[src/rtl/cfs_pkg.sv]
package cfs_pkg;

    typedef enum logic [2:0] {
        ST_IDLE,
        ST_RUN_PRE,
        ST_STOP_CLK,
        ST_WRITE_FAULTY,
        ST_RUN_POST,
        ST_RESTORE,
        ST_DONE
    } state_e;

    typedef struct packed {
        logic active;
        logic flip_en;
    } stream_ctl_t;

    function automatic logic [31:0] bit_mask(input logic [4:0] b);
        return 32'd1 << b;
    endfunction

endpackage

[src/rtl/cfs_lfsr.sv]
module cfs_lfsr #(
    parameter int          W     = 16,
    parameter int          OUT_W = 8,
    parameter logic [W-1:0] TAPS = 16'hB400,
    parameter logic [W-1:0] SEED = 16'h0001
) (
    input  logic             clk,
    input  logic             rst,
    output logic [OUT_W-1:0] value_o
);
    logic [W-1:0] state_q;

    always_ff @(posedge clk) begin
        if (rst)
            state_q <= SEED;
        else if (state_q[0])
            state_q <= (state_q >> 1) ^ TAPS;
        else
            state_q <= state_q >> 1;
    end

    assign value_o = state_q[OUT_W-1:0];
endmodule

[src/rtl/cfs_stream.sv]
module cfs_stream
    import cfs_pkg::*;
#(
    parameter int BS_WORDS = 12,
    localparam int WIDX_W  = $clog2(BS_WORDS)
) (
    input  logic              clk,
    input  logic              rst,
    input  stream_ctl_t       ctl_i,
    input  logic [WIDX_W-1:0] flip_word_i,
    input  logic [4:0]        flip_bit_i,
    input  logic [31:0]       gold_data_i,
    input  logic              ready_i,
    output logic              valid_o,
    output logic [WIDX_W-1:0] addr_o,
    output logic [31:0]       data_o,
    output logic              last_o
);
    localparam logic [WIDX_W-1:0] LAST_IDX = WIDX_W'(BS_WORDS - 1);

    logic [WIDX_W-1:0] widx_q;
    logic              hit;

    assign valid_o = ctl_i.active;
    assign addr_o  = widx_q;
    assign hit     = ctl_i.flip_en && (widx_q == flip_word_i);
    assign data_o  = hit ? (gold_data_i ^ bit_mask(flip_bit_i)) : gold_data_i;
    assign last_o  = valid_o && ready_i && (widx_q == LAST_IDX);

    always_ff @(posedge clk) begin
        if (rst)
            widx_q <= '0;
        else if (valid_o && ready_i)
            widx_q <= (widx_q == LAST_IDX) ? '0 : widx_q + 1'b1;
    end
endmodule

[src/rtl/cfg_fault_seq.sv]
module cfg_fault_seq
    import cfs_pkg::*;
#(
    parameter int BS_WORDS    = 12,
    parameter int TABLE_DEPTH = 6,
    parameter int RUN_CYCLES  = 40,
    parameter int LFSR_W      = 16,
    localparam int WIDX_W     = $clog2(BS_WORDS),
    localparam int POS_W      = WIDX_W + 5,
    localparam int IDX_W      = $clog2(TABLE_DEPTH),
    localparam int TIME_W     = $clog2(RUN_CYCLES),
    localparam int CNT_W      = $clog2(RUN_CYCLES + 1)
) (
    input  logic              clk,
    input  logic              rst,
    input  logic              start_i,
    output logic              done_o,
    output logic              cut_ce_o,
    output logic              tbl_rd_o,
    output logic [IDX_W-1:0]  tbl_addr_o,
    input  logic [POS_W-1:0]  tbl_data_i,
    output logic [WIDX_W-1:0] gold_addr_o,
    input  logic [31:0]       gold_data_i,
    output logic              cfg_valid_o,
    input  logic              cfg_ready_i,
    output logic [WIDX_W-1:0] cfg_addr_o,
    output logic [31:0]       cfg_data_o
);
    localparam logic [CNT_W-1:0] RUN_LIM = CNT_W'(RUN_CYCLES);
    localparam logic [IDX_W:0]   TBL_LIM = (IDX_W+1)'(TABLE_DEPTH);

    state_e            state_q;
    logic [CNT_W-1:0]  cnt_q, inj_q, cand_time_q;
    logic [IDX_W-1:0]  cand_idx_q;
    logic [POS_W-1:0]  pos_q;
    logic              rd_q;
    logic [TIME_W-1:0] t_raw;
    logic [IDX_W-1:0]  i_raw;
    logic              last_beat;
    stream_ctl_t       sctl;

    // Two independent draw sources (injection time, table index)
    cfs_lfsr #(.W(LFSR_W), .OUT_W(TIME_W), .TAPS(16'hB400), .SEED(16'hACE1))
        u_lfsr_time (.clk(clk), .rst(rst), .value_o(t_raw));
    cfs_lfsr #(.W(LFSR_W), .OUT_W(IDX_W), .TAPS(16'hD008), .SEED(16'h1F35))
        u_lfsr_idx (.clk(clk), .rst(rst), .value_o(i_raw));

    // Keep the latest in-range draw; out-of-range values are discarded
    always_ff @(posedge clk) begin
        if (rst) begin
            cand_time_q <= '0;
            cand_idx_q  <= '0;
        end else begin
            if (CNT_W'(t_raw) < RUN_LIM)
                cand_time_q <= CNT_W'(t_raw);
            if ({1'b0, i_raw} < TBL_LIM)
                cand_idx_q <= i_raw;
        end
    end

    assign tbl_rd_o   = (state_q == ST_IDLE) && start_i;
    assign tbl_addr_o = cand_idx_q;

    always_ff @(posedge clk) begin
        if (rst) begin
            rd_q  <= 1'b0;
            pos_q <= '0;
        end else begin
            rd_q <= tbl_rd_o;
            if (rd_q)
                pos_q <= tbl_data_i;
        end
    end

    assign sctl.active  = (state_q == ST_WRITE_FAULTY) || (state_q == ST_RESTORE);
    assign sctl.flip_en = (state_q == ST_WRITE_FAULTY);

    cfs_stream #(.BS_WORDS(BS_WORDS)) u_stream (
        .clk         (clk),
        .rst         (rst),
        .ctl_i       (sctl),
        .flip_word_i (pos_q[POS_W-1:5]),
        .flip_bit_i  (pos_q[4:0]),
        .gold_data_i (gold_data_i),
        .ready_i     (cfg_ready_i),
        .valid_o     (cfg_valid_o),
        .addr_o      (cfg_addr_o),
        .data_o      (cfg_data_o),
        .last_o      (last_beat)
    );
    assign gold_addr_o = cfg_addr_o;

    assign cut_ce_o = ((state_q == ST_RUN_PRE)  && (cnt_q != inj_q)) ||
                      ((state_q == ST_RUN_POST) && (cnt_q != RUN_LIM));
    assign done_o   = (state_q == ST_DONE);

    always_ff @(posedge clk) begin
        if (rst) begin
            state_q <= ST_IDLE;
            cnt_q   <= '0;
            inj_q   <= '0;
        end else begin
            unique case (state_q)
                ST_IDLE: if (start_i) begin
                    state_q <= ST_RUN_PRE;
                    cnt_q   <= '0;
                    inj_q   <= cand_time_q;
                end
                ST_RUN_PRE:
                    if (cnt_q == inj_q) state_q <= ST_STOP_CLK;
                    else                cnt_q   <= cnt_q + 1'b1;
                ST_STOP_CLK:     state_q <= ST_WRITE_FAULTY;
                ST_WRITE_FAULTY: if (last_beat) state_q <= ST_RUN_POST;
                ST_RUN_POST:
                    if (cnt_q == RUN_LIM) state_q <= ST_RESTORE;
                    else                  cnt_q   <= cnt_q + 1'b1;
                ST_RESTORE:      if (last_beat) state_q <= ST_DONE;
                ST_DONE:         state_q <= ST_IDLE;
                default:         state_q <= ST_IDLE;
            endcase
        end
    end
endmodule

[config.mk]
export PLATFORM = sky130hd
export DESIGN_NAME = cfg_fault_seq
export DESIGN_NICKNAME = d
export VERILOG_FILES = /design/src/rtl/cfs_pkg.sv /design/src/rtl/cfs_lfsr.sv /design/src/rtl/cfs_stream.sv /design/src/rtl/cfg_fault_seq.sv
export SDC_FILE = /design/constraint.sdc
export NUM_CORES = 1
export LEC_CHECK = 0
export BUFFER_PORTS_ARGS = -buffer_cell sky130_fd_sc_hd__buf_2
export CAP_MARGIN = 30
export CORE_ASPECT_RATIO = 0.9
export CORE_UTILIZATION = 35
export DETAILED_ROUTE_END_ITERATION = 16
export HOLD_SLACK_MARGIN = 0.05
export PLACE_DENSITY = 0.65
export SYNTH_ARGS = -nofsm -noshare
export SYNTH_HDL_FRONTEND = slang
export SYNTH_SLANG_ARGS = --single-unit
[constraint.sdc]
create_clock -name clk -period 2.9 [get_ports clk]
set_input_delay 0.145 -clock clk [delete_from_list [all_inputs] [get_ports clk]]
set_output_delay 0.145 -clock clk [all_outputs]
set_load 0.02 [all_outputs]
# Yosys cells after proc, flatten, opt, wreduce, memory -nomap -nowiden
# Cells that the tools add are included.
# classes
n_addsub,2
multipliers,0
div_mod_pow,0
magnitude_cmp,2
eq_ne,19
shifts,1
muxes,14
n_bitwise,4
n_reduce_logical,14
# ops
op,count
2-to-1 mux 32 bit,1
<< shifter 1 x 5 -> 32 bit (first input constant),1
XOR 32 bit,1
2-to-1 mux 6 bit,3
one-hot mux 3 bit (6 select lines),1
one-hot mux 6 bit (3 select lines),1
2-to-1 mux 16 bit,1
2-to-1 mux 15 bit,1
2-to-1 mux 3 bit,5
!= test 2 bit (second input constant),5
== test 3 bit (second input constant),3
inverter 3 -> 4 bit,2
adder 6 x 1 -> 6 bit (second input constant),1
== test 3 x 2 -> 1 bit (second input constant),2
== test 6 bit,1
== test 6 bit (second input constant),1
logical AND 1 bit,6
< comparator 6 bit (second input constant),1
!= test 6 bit,1
!= test 6 bit (second input constant),1
AND reduction 5 bit,1
adder 4 x 1 -> 4 bit (second input constant),1
== test 4 bit,1
== test 4 bit (second input constant),1
11 further kinds,13
# word_totals
reg_bits,70
latchBits,0
ramBits,0
mem_bits_ro,0
inputBits,45
output_inout_bits,47
word_cells,67
memories,0

# Depth between registers and ports, before layout
# logic_depth
ltp_word,6
mapped_depth,8
depth_no_buf,7

# Hierarchy
# Synthesis repeated with hierarchy kept, for this count alone.
# unflattened
cells_unflattened,389
area_unflattened_um2,3691.0
# by_module_without_submodules
mod,n_inst,cells_each,area_per_inst_um2,seq_area_each_um2
cfg_fault_seq,1,188,1632.8,680.7
cfs_stream,1,120,1062.3,80.1
cfs_lfsr (u_lfsr_time),1,42,508.0,320.3
cfs_lfsr (u_lfsr_idx),1,39,488.0,320.3

# Worst setup path after synthesis
# OpenSTA, ideal clock, no wires.
# synth_timing
kind,register to output
startpoint,"reg u_stream.widx_q[3], in the netlist u_stream.addr_o[3]"
endpoint,out cfg_data_o[21]
arrival_time_ns,1.898
required_ns,2.755
setup_slack_ns,0.857
path_stages_with_launch,6
path_buffers,0
path_cell_list,dfxtp_1 > xnor2_1 > nand3_1 > or4_1 > nor3_1 > xor2_1
# synth_between
elab_chain_len,3
# synth_lines
item,line,source
start: declaration,cfs_stream.sv:21,logic [WIDX_W-1:0] widx_q;
start signal: assignment,cfs_stream.sv:34,widx_q <= (widx_q == LAST_IDX) ? '0 : widx_q + 1'b1;
== test 4 bit,cfs_stream.sv:26,assign hit = ctl_i.flip_en && (widx_q == flip_word_i);
logical AND 1 bit,cfs_stream.sv:26,
2-to-1 mux 32 bit,cfs_stream.sv:27,assign data_o = hit ? (gold_data_i ^ bit_mask(flip_bit_i)) : gold_data_i;
end: declaration,cfg_fault_seq.sv:27,output logic [31:0] cfg_data_o
# No other way between the ends.

# Worst setup path after layout
# layout_timing
startpoint,reg state_q[0]
endpoint,out cfg_data_o[21]
# layout_between
elab_chain_len,3
# layout_lines
item,line,source
start: declaration,cfg_fault_seq.sv:32,state_e state_q;
start signal: assignment,cfg_fault_seq.sv:99,state_q <= ST_IDLE;
start signal: assignment,cfg_fault_seq.sv:105,state_q <= ST_RUN_PRE;
start signal: assignment,cfg_fault_seq.sv:110,if (cnt_q == inj_q) state_q <= ST_STOP_CLK;
== test 3 x 2 -> 1 bit,cfg_fault_seq.sv:76,assign sctl.flip_en = (state_q == ST_WRITE_FAULTY);
logical AND 1 bit,cfs_stream.sv:26,
2-to-1 mux 32 bit,cfs_stream.sv:27,
# No other way between the ends.

==> flow_summary.toml <==
[place]
dpl_cell_area_um2 = 3780
hpwl_um = 4900
io_buffers = 91
dp.cells = 568
place_ws_ns = 0.751
gp_congestion = 0.765

[grt]
grt_pass1_wl_um = 10800
gr-usage-all-layers_pct = 14.4
grt_antenna_before_repair = 0
grt_max_degree = 51
grt_pass1_vias = 2480
overflow = 0

[floorplan]
die_w_um = 103
die-area_um2 = 9660
io_pins = 92
start_util_pct = 37.0
core-area_um2 = 8770
rows = 32
die-height_um = 93.3

[sta]
rsz0062_at_grt = "no"
clock.fmax_ghz = 0.401
holdWs_ns = 0.174
final-hold-violation-count = 0
worst_slew_pin_slew_ns = 0.715
setup_violations = 0
fin_crit_ns = 2.49
fin_skew_ns = 0.00832
final_max_slew_viol_count = 0
layout_setup_ws_ns = 0.407
fin_tns_setup_ns = 0
relSlewSlack_pct = 52.0
fin_crit_sh_pct = 86.0

[logic_synthesis]
synth.distinct_cells = 44
yosys.area_share.simple_pct = 27.8
synth_compound_area_share_pct = 7.25
synth_area_um2 = 3240
synthMuxAreaShare_pct = 3.70
synth_top_area_share_pct = 43.2
synth_area_per_cell_um2 = 8.65
yosys_warnings = 0
synth_top_family_by_area = "simple AND/OR/NAND/NOR gates"
synthXorXnorAreaFrac_pct = 13.2
synth.ff_latch_count = 70
synthAdderAreaFrac_pct = 1.16
synthCells = 375
synth_flop_cell = "dfxtp_1"
yosys-top-cells-area = "dfxtp_1 43%, xnor2_1 8.6%, nand2_1 4.9%, nor2_1 4.6%, nor2b_1 4.6%"
synth_top_cell_by_area = "dfxtp_1"
ys_seq_area_share_pct = 43.2
postSynth.asyncResetShare_pct = 0
synth_nets = 423
synth_edf_count = 0

[clock_network]
cts-resized-gates = 0
cts-root-buf = "clkbuf_8"
clock-sinks = 70
cts_tree = "yes"
htreeDepth = 3
clockBufferDepth = 2
path_clk_slew_ns = 0.08
clk_latency_ns = 0.34
cts_buffers = 9

[worst_setup_path]
cp_max_fo = 15
crit_chain = "nor2b_1, nand3_1, or4_1, nor3_1, xor2_1, buf_2"
r2r_cells = 4
critPathArrivalTime_ns = 2.35
cp-start-kind = "register"
slowest_stage = "dfxtp_1"
r2r-end = "cnt_q[1]"
slowest_delay_ns = 0.58
r2r-start = "state_q[0]"
rrSetupSlack_ns = 0.77
worstPathRequired_ns = 2.76
crit_family = "simple AND/OR/NAND/NOR gates"
path_class = "reg -> out"
cp-end-kind = "primary output"
cp_num_buf_inv = 1

[routing]
vias_per_cell = 4.65
drc = 0
drt_iter0_drc = 99
wl_per_cell_um = 11.4
dr_total_vias = 2760
wirelength_um = 6780
dr.pass1.iters = 4
detail-route-antenna-nets = 0

[layout]
fin_area_um2 = 4100
utilization_pct = 46.7
multiInputGateArea_um2 = 1730
mostFrequentLayoutCells = "91 x buf_2, 70 x dfxtp_1, 42 x nand2_1"
n_fill_cell = 869
layout.cells.non_filler = 593
seqCellArea_um2 = 1400
area_delta_synth_final_pct = 26.3
layout-drive-gt1-share_pct = 26.2
nNetsFinal = 517
n_antenna_cell = 0
final_common_cell = "buf_2"

[worst_hold_path]
holdPathEnd = "state_q[1]"
hold_depth = 4
hold_start = "cfg_ready_i"
min-delay-path-class = "in -> reg"

[power]
powerDensity_nw_per_um2 = 636
ir_drop_mv = 0.424
leakagePower_nw = 1.72
p_total_mw = 2.61

[outcome]
status = "finished, final reports clean"

[job]
max-cap-violations = 0
-- flip-flops by register name, indices dropped and copies added, names as in the netlist --
register,cells
inj_q,6
u_lfsr_time.state_q,16
tbl_addr_o,3
u_stream.addr_o,4
pos_q,9
state_q,3
rd_q,1
cand_time_q,6
u_lfsr_idx.state_q,16
cnt_q,6
-- report_power, final --
part / leakage (nW) / switching [mW] / internal (mW)
Combinational: 1.03 / 0.320 / 0.245
Sequential: 0.575 / 0.112 / 1.04
Clock: 0.112 / 0.391 / 0.497
Total: 1.72 / 0.823 / 1.78
-- how the worst max path moves through the flow --
| stage | startpoint | to | slack (ns) | cells past startpoint |
|---|---|---|---|---|
| detailed placement | state_q[0] | cfg_data_o[21] | 0.75 | 6 |
| CTS | state_q[0] | cfg_data_o[21] | 0.36 | 6 |
| finish | state_q[0] | cfg_data_o[21] | 0.41 | 6 |
| floorplan | u_stream.addr_o[3] | cfg_data_o[21] | 0.86 | 5 |
| global route | state_q[0] | cfg_data_o[20] | 0.10 | 6 |
| global placement | state_q[0] | cfg_data_o[21] | 0.86 | 6 |
-- metal layers --
metal,part of all wire [%],vias up,global-route usage [%]
met5,0,-,0
met4,1.3,0,5.05
met3,5.2,10,4.48
met2,48,76,23.2
met1,46,1240,17.9
li1,-,1434,-
-- timing repair --
item                                   4_1_cts  5_1_grt
setup buffers                                0        0
endpoints found under the hold margin        9        0
hold buffers                                 9        0
-- worst reg2reg max path, stage by stage, from the launching register on --
cell     delay (ns)
dfxtp_1        0.58
or3b_2         0.52
nor3_1         0.62
o21ai_0        0.17
a21oi_1        0.18
-- cells by family after synthesis --
group	after synthesis
xor+xnor	49
compound gates	40
fa+ha+maj	3
flops	70
mux	12
buf+inv	25
simple gates	176
-- cells in the mapped netlist, types with 3 or more instances --
master / instances
a21oi_1: 22
and3_1: 5
and4_1: 3
buf_4: 4
clkbuf_1: 11
dfxtp_1: 70
ha_1: 3
inv_1: 7
mux2i_1: 12
nand2_1: 42
nand2b_1: 5
nand3_1: 11
nand4_1: 5
nor2_1: 40
nor2b_1: 24
nor3_1: 12
o21ai_0: 5
o31ai_1: 4
or2_2: 14
xnor2_1: 32
xor2_1: 17
-- cell type report --
| type | count | share of cell area, % |
|---|---|---|
| timing repair buffer | 101 | 13.8 |
| clock buffer | 9 | 3.02 |
| inverter | 7 | 0.641 |
| tap | 119 | 3.63 |
| sequential | 70 | 34.2 |
| multi-input combinational | 280 | 42.1 |
| clock inverter | 7 | 2.57 |
No activity file was read; power rests on OpenSTA's default activity.
